--- src/rtl/strap_cfg_pkg.sv ---
package strap_cfg_pkg;

  localparam int MHZ_W     = 10;
  localparam int SPD_HI    = 23;
  localparam int SPD_LO    = 21;
  localparam int USER_HI   = 20;
  localparam int USER_LO   = 17;
  localparam int PCI66_BIT = 4;
  localparam int ARB_BIT   = 2;
  localparam int HOST_BIT  = 1;
  localparam int WIDTH_BIT = 0;

  localparam logic [31:0] BOOT_WIN_BASE = 32'h0000_0000;
  localparam logic [31:0] NORM_WIN_BASE = 32'h5000_0000;
  localparam logic [31:0] SDRAM_BASE    = 32'h0000_0000;
  localparam logic [31:0] WIN_SPAN      = 32'h1000_0000;

  // strobes issued by the control to the datapath
  typedef struct packed {
    logic capture;
    logic write;
  } cfgStrobeT;

  typedef struct packed {
    logic             ok;
    logic [MHZ_W-1:0] mhz;
  } speedDecT;

  function automatic logic [31:0] fieldMask(input int hi, input int lo);
    logic [31:0] m;
    m = '0;
    for (int i = lo; i <= hi; i++) m[i] = 1'b1;
    return m;
  endfunction

  // legal patterns depend on the factory rating; anything else falls back
  function automatic speedDecT decodeSpeed(input logic [2:0] pat, input int factory);
    speedDecT d;
    d.ok  = 1'b0;
    d.mhz = MHZ_W'(factory);
    case (pat)
      3'b100: d.ok = 1'b1;
      3'b001: if (factory == 533) begin
        d.ok  = 1'b1;
        d.mhz = MHZ_W'(400);
      end
      3'b011: if (factory >= 400) begin
        d.ok  = 1'b1;
        d.mhz = MHZ_W'(266);
      end
      default: d.ok = 1'b0;
    endcase
    return d;
  endfunction

endpackage

--- src/rtl/strap_cfg_ctrl.sv ---
module strap_cfg_ctrl
  import strap_cfg_pkg::*;
(
  input  logic      clk,
  input  logic      rstN,
  input  logic      wrEn,
  output cfgStrobeT strobe
);

  logic bootedQ;

  always_ff @(posedge clk or negedge rstN) begin
    if (!rstN) bootedQ <= 1'b0;
    else       bootedQ <= 1'b1;
  end

  // capture once on the first edge after release; writes only afterwards
  always_comb begin
    strobe.capture = !bootedQ;
    strobe.write   = wrEn && bootedQ;
  end

endmodule

--- src/rtl/strap_cfg_dp.sv ---
module strap_cfg_dp
  import strap_cfg_pkg::*;
#(
  parameter int CFG_W       = 32,
  parameter int STRAP_W     = 24,
  parameter int BUS_W       = 32,
  parameter int FACTORY_MHZ = 533
) (
  input  logic               clk,
  input  logic               rstN,
  input  cfgStrobeT          strobe,
  input  logic [STRAP_W-1:0] strapAddr,
  input  logic [CFG_W-1:0]   wrData,
  input  logic [BUS_W-1:0]   busAddr,
  output logic [CFG_W-1:0]   cfgOut,
  output logic               remapSel,
  output logic               expSel,
  output logic               sdramSel,
  output logic [MHZ_W-1:0]   coreMhz,
  output logic               speedErr,
  output logic               pci66,
  output logic               pciArbEn,
  output logic               pciHost,
  output logic               bootWidth8,
  output logic [USER_HI-USER_LO:0] userField
);

  localparam int REMAP_BIT = CFG_W - 1;
  localparam logic [CFG_W-1:0] RESET_VAL = CFG_W'(1) << REMAP_BIT;
  localparam logic [CFG_W-1:0] WR_MASK   = ~CFG_W'(fieldMask(SPD_HI, SPD_LO));

  logic [CFG_W-1:0] cfgQ;
  logic             errQ;
  speedDecT         heldDec;
  speedDecT         pinDec;

  always_ff @(posedge clk or negedge rstN) begin
    if (!rstN) begin
      cfgQ <= RESET_VAL;
    end else if (strobe.capture) begin
      cfgQ <= RESET_VAL | {{(CFG_W-STRAP_W){1'b0}}, strapAddr};
    end else if (strobe.write) begin
      cfgQ <= (wrData & WR_MASK) | (cfgQ & ~WR_MASK);
    end
  end

  always_comb begin
    heldDec = decodeSpeed(cfgQ[SPD_HI:SPD_LO], FACTORY_MHZ);
    pinDec  = decodeSpeed(strapAddr[SPD_HI:SPD_LO], FACTORY_MHZ);
  end

  always_ff @(posedge clk or negedge rstN) begin
    if (!rstN)               errQ <= 1'b0;
    else if (strobe.capture) errQ <= errQ | !pinDec.ok;
  end

  function automatic logic inWin(input logic [BUS_W-1:0] a, input logic [31:0] base);
    logic [BUS_W-1:0] off;
    off = a - BUS_W'(base);
    return off < BUS_W'(WIN_SPAN);
  endfunction

  always_comb begin
    remapSel = cfgQ[REMAP_BIT];
    if (remapSel) begin
      expSel   = inWin(busAddr, BOOT_WIN_BASE);
      sdramSel = 1'b0;
    end else begin
      expSel   = inWin(busAddr, NORM_WIN_BASE);
      sdramSel = inWin(busAddr, SDRAM_BASE);
    end
  end

  assign cfgOut     = cfgQ;
  assign coreMhz    = heldDec.mhz;
  assign speedErr   = errQ;
  assign pci66      = cfgQ[PCI66_BIT];
  assign pciArbEn   = cfgQ[ARB_BIT];
  assign pciHost    = cfgQ[HOST_BIT];
  assign bootWidth8 = cfgQ[WIDTH_BIT];
  assign userField  = cfgQ[USER_HI:USER_LO];

endmodule

--- src/rtl/strap_cfg_reg.sv ---
module strap_cfg_reg
  import strap_cfg_pkg::*;
#(
  parameter int CFG_W       = 32,
  parameter int STRAP_W     = 24,
  parameter int BUS_W       = 32,
  parameter int FACTORY_MHZ = 533
) (
  input  logic               clk,
  input  logic               rstN,
  input  logic [STRAP_W-1:0] strapAddr,
  input  logic               wrEn,
  input  logic [CFG_W-1:0]   wrData,
  output logic [CFG_W-1:0]   rdData,
  input  logic [BUS_W-1:0]   busAddr,
  output logic               expSel,
  output logic               sdramSel,
  output logic               remapSel,
  output logic [MHZ_W-1:0]   coreMhz,
  output logic               speedErr,
  output logic               pci66,
  output logic               pciArbEn,
  output logic               pciHost,
  output logic               bootWidth8,
  output logic [3:0]         userField
);

  cfgStrobeT strobe;

  strap_cfg_ctrl u_ctrl (
    .clk    (clk),
    .rstN   (rstN),
    .wrEn   (wrEn),
    .strobe (strobe)
  );

  strap_cfg_dp #(
    .CFG_W       (CFG_W),
    .STRAP_W     (STRAP_W),
    .BUS_W       (BUS_W),
    .FACTORY_MHZ (FACTORY_MHZ)
  ) u_dp (
    .clk        (clk),
    .rstN       (rstN),
    .strobe     (strobe),
    .strapAddr  (strapAddr),
    .wrData     (wrData),
    .busAddr    (busAddr),
    .cfgOut     (rdData),
    .remapSel   (remapSel),
    .expSel     (expSel),
    .sdramSel   (sdramSel),
    .coreMhz    (coreMhz),
    .speedErr   (speedErr),
    .pci66      (pci66),
    .pciArbEn   (pciArbEn),
    .pciHost    (pciHost),
    .bootWidth8 (bootWidth8),
    .userField  (userField)
  );

endmodule

--- config.mk ---
export PLATFORM = sky130hd
export DESIGN_NAME = strap_cfg_reg
export DESIGN_NICKNAME = d
export VERILOG_FILES = /design/src/rtl/strap_cfg_pkg.sv /design/src/rtl/strap_cfg_ctrl.sv /design/src/rtl/strap_cfg_dp.sv /design/src/rtl/strap_cfg_reg.sv
export SDC_FILE = /design/constraint.sdc
export NUM_CORES = 1
export LEC_CHECK = 0
export BUFFER_PORTS_ARGS = -buffer_cell sky130_fd_sc_hd__buf_2
export CAP_MARGIN = 20
export CORE_UTILIZATION = 38
export CTS_CLUSTER_SIZE = 20
export DETAILED_ROUTE_END_ITERATION = 16
export PLACE_DENSITY = 0.8
export SLEW_MARGIN = 0
export SYNTH_ARGS = -nofsm -noshare
export SYNTH_HDL_FRONTEND = slang
export SYNTH_SLANG_ARGS = --single-unit
--- constraint.sdc ---
create_clock -name clk -period 1.2 [get_ports clk]
set_input_delay 0.12 -clock clk [delete_from_list [all_inputs] [get_ports clk]]
set_output_delay 0.12 -clock clk [all_outputs]
set_load 0.03 [all_outputs]
==> flow_metrics.tcl <==
set metrics [dict create \
    startpoint "u_dp.cfgOut[31]" \
    grt_pass1_vias 1272 \
    num_rows 23 \
    io_buffers 111 \
    final-max-slew-violation-count 0 \
    wl_per_cell_um 11.77 \
    drc 0 \
    area_growth_syn_to_layout_pct 44.02 \
    fmax_ghz 0.5936 \
    synth_area_um2 1674 \
    fillers 376 \
    dp.cells 300 \
    die-area_um2 4675 \
    grt_overflow_total 0 \
    ant_nets 0 \
    dr_wl_met2_mm 1.876 \
    critPathLaunchType "flop" \
    status "finished, violations left" \
    clk_path_buf_depth 2 \
    r2r-end "u_dp.cfgOut[23]" \
    grt_use_total 0.1611 \
    top_layer "met4" \
    max_stage_delay_ns 0.53 \
    postRouteWirelength_mm 3.649 \
    start_util 0.4068 \
    synth_cells 155 \
    yosys.area.top_type_share 0.4933 \
    drive_gt1_frac 0.5192 \
    synth_cell_type_count 23 \
    drt_first_pass_iters 4 \
    clkLatencyLatePin_ns 0.28 \
    critPathCaptureType "output port" \
    core_um2 4115 \
    finalCritPeriodShare 1.404 \
    vdd_drop_max_mv 0.5461 \
    switching_share 0.3263 \
    antenna_found_initial 0 \
    r2r_cells 2 \
    nNetsFinal 350 \
    yosysMostFrequentCell "dfrtp_1" \
    r2r_start "u_ctrl.bootedQ" \
    ioPinCount 145 \
    die_y_um 68.38 \
    ys.flop_type "dfrtp_1" \
    postLayoutCoreUtil 0.5859 \
    place_area_um2 2221 \
    crit_slowest_cell "dfstp_2" \
    period_needed_ns 1.685 \
    hold_violations 0 \
    p_seq_frac 0.429 \
    cts_buffers 5 \
    synth_area_leaders "dfrtp_1 (49%), mux2i_1 (17%), buf_4 (6.7%)" \
    synth_area_per_cell_um2 10.80 \
    maxCapViolations 0 \
    final.setup.worst_slack_ns -0.4848 \
    violations "negative setup slack" \
    n_antenna_cell 0 \
    die_w_um 68.38 \
    criticalPathCategory "reg2out" \
    arrival_ns 1.56 \
    viasPerCell 4.661 \
    min_to "u_dp.cfgOut[22]" \
    p_switching_uw 989.1 \
    htree_levels 2 \
    drt_iter0_drc 34 \
    reg2reg_slack_ns 0.14 \
    root_buffer "clkbuf_8" \
    numClockSinks 34 \
    rsz0062_at_grt "yes" \
    cts_tree "built" \
    wl_met3_um 285 \
    hold_path.startpoint "strapAddr[22]" \
    synth_warnings 0 \
    ys_top_cells_by_count "dfrtp_1 (33), mux2i_1 (29), nor2_1 (23)" \
    dp_hpwl_mm 2.715 \
    path_clk_slew_ns 0.07 \
    p_leak_nw 1.269 \
    powerDensity_nw_per_um2 1257 \
    synth_largest_area_cell "dfrtp_1" \
    clkPwrFrac 0.282 \
    ys_seq_area_frac 0.5090 \
    hold_class "in2reg" \
    final_cell_area_um2 2411 \
    grt_max_degree 31 \
    path_max_fanout 2 \
    internal_power_mw 2.042 \
    combPwrFrac 0.289 \
    worstHoldPathCells 2 \
    grt_pass1_wl_mm 5.540 \
    synth_edf_count 0 \
    cp.required_ns 1.08 \
    setup_viol 9 \
    async_flop_share 1.000 \
    worst_clock_skew_ns 0.003970 \
    num_vias 1445 \
    cp_cell_sequence "or3b_4 -> a211oi_4 -> buf_6" \
    place_congestion 0.7133 \
    met1_length_mm 1.462 \
    ys_seq_elements 34 \
    instances_no_fill 310 \
]
-- per-layer routing --
metal	vias up	GRT usage
met5	-	0
met4	0	0.04948
met3	4	0.06167
met2	63	0.2806
met1	668	0.1797
li1	710	-
-- metrics by stage --
| stage | power [mW] | hold slack, ns | worst slack [ns] | TNS [ns] |
|---|---|---|---|---|
| after floorplan | 1.901 | -0.1756 | -0.3493 | -0.8965 |
| after global placement | 2.133 | 0.05746 | -0.2068 | -0.2068 |
| after detailed placement | 2.152 | 0.06269 | -0.2278 | -0.2278 |
| after CTS | 3.070 | 0.06711 | -0.4940 | -1.033 |
| after global routing | 3.200 | 0.08239 | -0.5368 | -1.522 |
| final | 3.031 | 0.07658 | -0.4848 | -0.9675 |
-- cells by family after synthesis --
| logic type | Yosys count | synth area share |
|---|---|---|
| AND/OR/NAND/NOR | 39 | 0.1121 |
| flip-flops | 34 | 0.5090 |
| other | 2 | 0.004486 |
| AO/OA/AOI/OAI | 23 | 0.07474 |
| buffers and inverters | 25 | 0.1061 |
| multiplexers | 32 | 0.1936 |
-- worst max-delay path by stage --
stage             end  cells past startpoint
2_1_floorplan  expSel                      2
3_3_place_gp   expSel                      3
3_5_place_dp   expSel                      3
4_1_cts        expSel                      3
5_1_grt        expSel                      3
6_report       expSel                      3
-- cells in the final DEF, fill, tap and decap left out --
cell type      synthesis  final
a211oi_4               0      1
a21oi_1               21     21
and2_4                 0      1
buf_12                 1      2
buf_2                  3     99
buf_4                 15      6
buf_6                  1     11
clkbuf_1               2      1
clkbuf_8               0      6
clkinv_2               0      1
conb_1                 2      3
dfrtp_1               33     31
dfrtp_2                0      2
dfstp_2                1      1
dlygate4sd3_1          0      1
inv_1                  2      1
inv_4                  0      1
mux2_1                 3      3
mux2i_1               29     29
nand2_1                2      1
nand2_2                0      1
nand3b_1               1      1
nor2_1                23     22
nor2_4                 0      1
nor2b_1                9      8
nor2b_4                0      1
nor3b_1                1      1
o31ai_1                1      1
or3b_4                 0      1
or4_1                  1      1
-- cell type report --
| cell class | count | area (um^2) | area share |
|---|---|---|---|
| sequential | 34 | 854.6 | 0.3544 |
| timing repair buffer | 119 | 714.4 | 0.2963 |
| multi-input combinational | 97 | 678.2 | 0.2813 |
| clock buffer | 7 | 86.33 | 0.03581 |
| tap | 50 | 62.56 | 0.02595 |
| inverter | 2 | 10.01 | 0.004152 |
| clock inverter | 1 | 5.005 | 0.002076 |
-- what timing repair did --
action	4_1_cts	5_1_grt
buffers inserted	2	0
hold buffers	1	0
hold endpoints to repair	15	0
pin swaps	0	1
setup endpoints to repair	11	12
gates resized for setup	23	6
-- state kept, by name, indices dropped and copies added (netlist names) --
| name | cells |
|---|---|
| u_dp.speedErr | 1 |
| u_dp.cfgOut | 32 |
| u_ctrl.bootedQ | 1 |
-- power by group through the flow --
stage                     clock [mW]  combinational (mW)  sequential (mW)
after global routing           0.936               0.950             1.31
after detailed placement           0               0.830             1.32
after floorplan                    0               0.395             1.51
after global placement             0               0.818             1.32
after CTS                      0.890               0.880             1.30
final                          0.854               0.876             1.30
-- worst max-delay path: cells and delay by family, from the launching register on --
kind,cells,cell delay [ns]
AOI/OAI and AO/OA,1,0.22
DFF,1,0.53
and+or+nand+nor,1,0.38
buffers and inverters,1,0.16
Power figures use the tool's default switching activity.
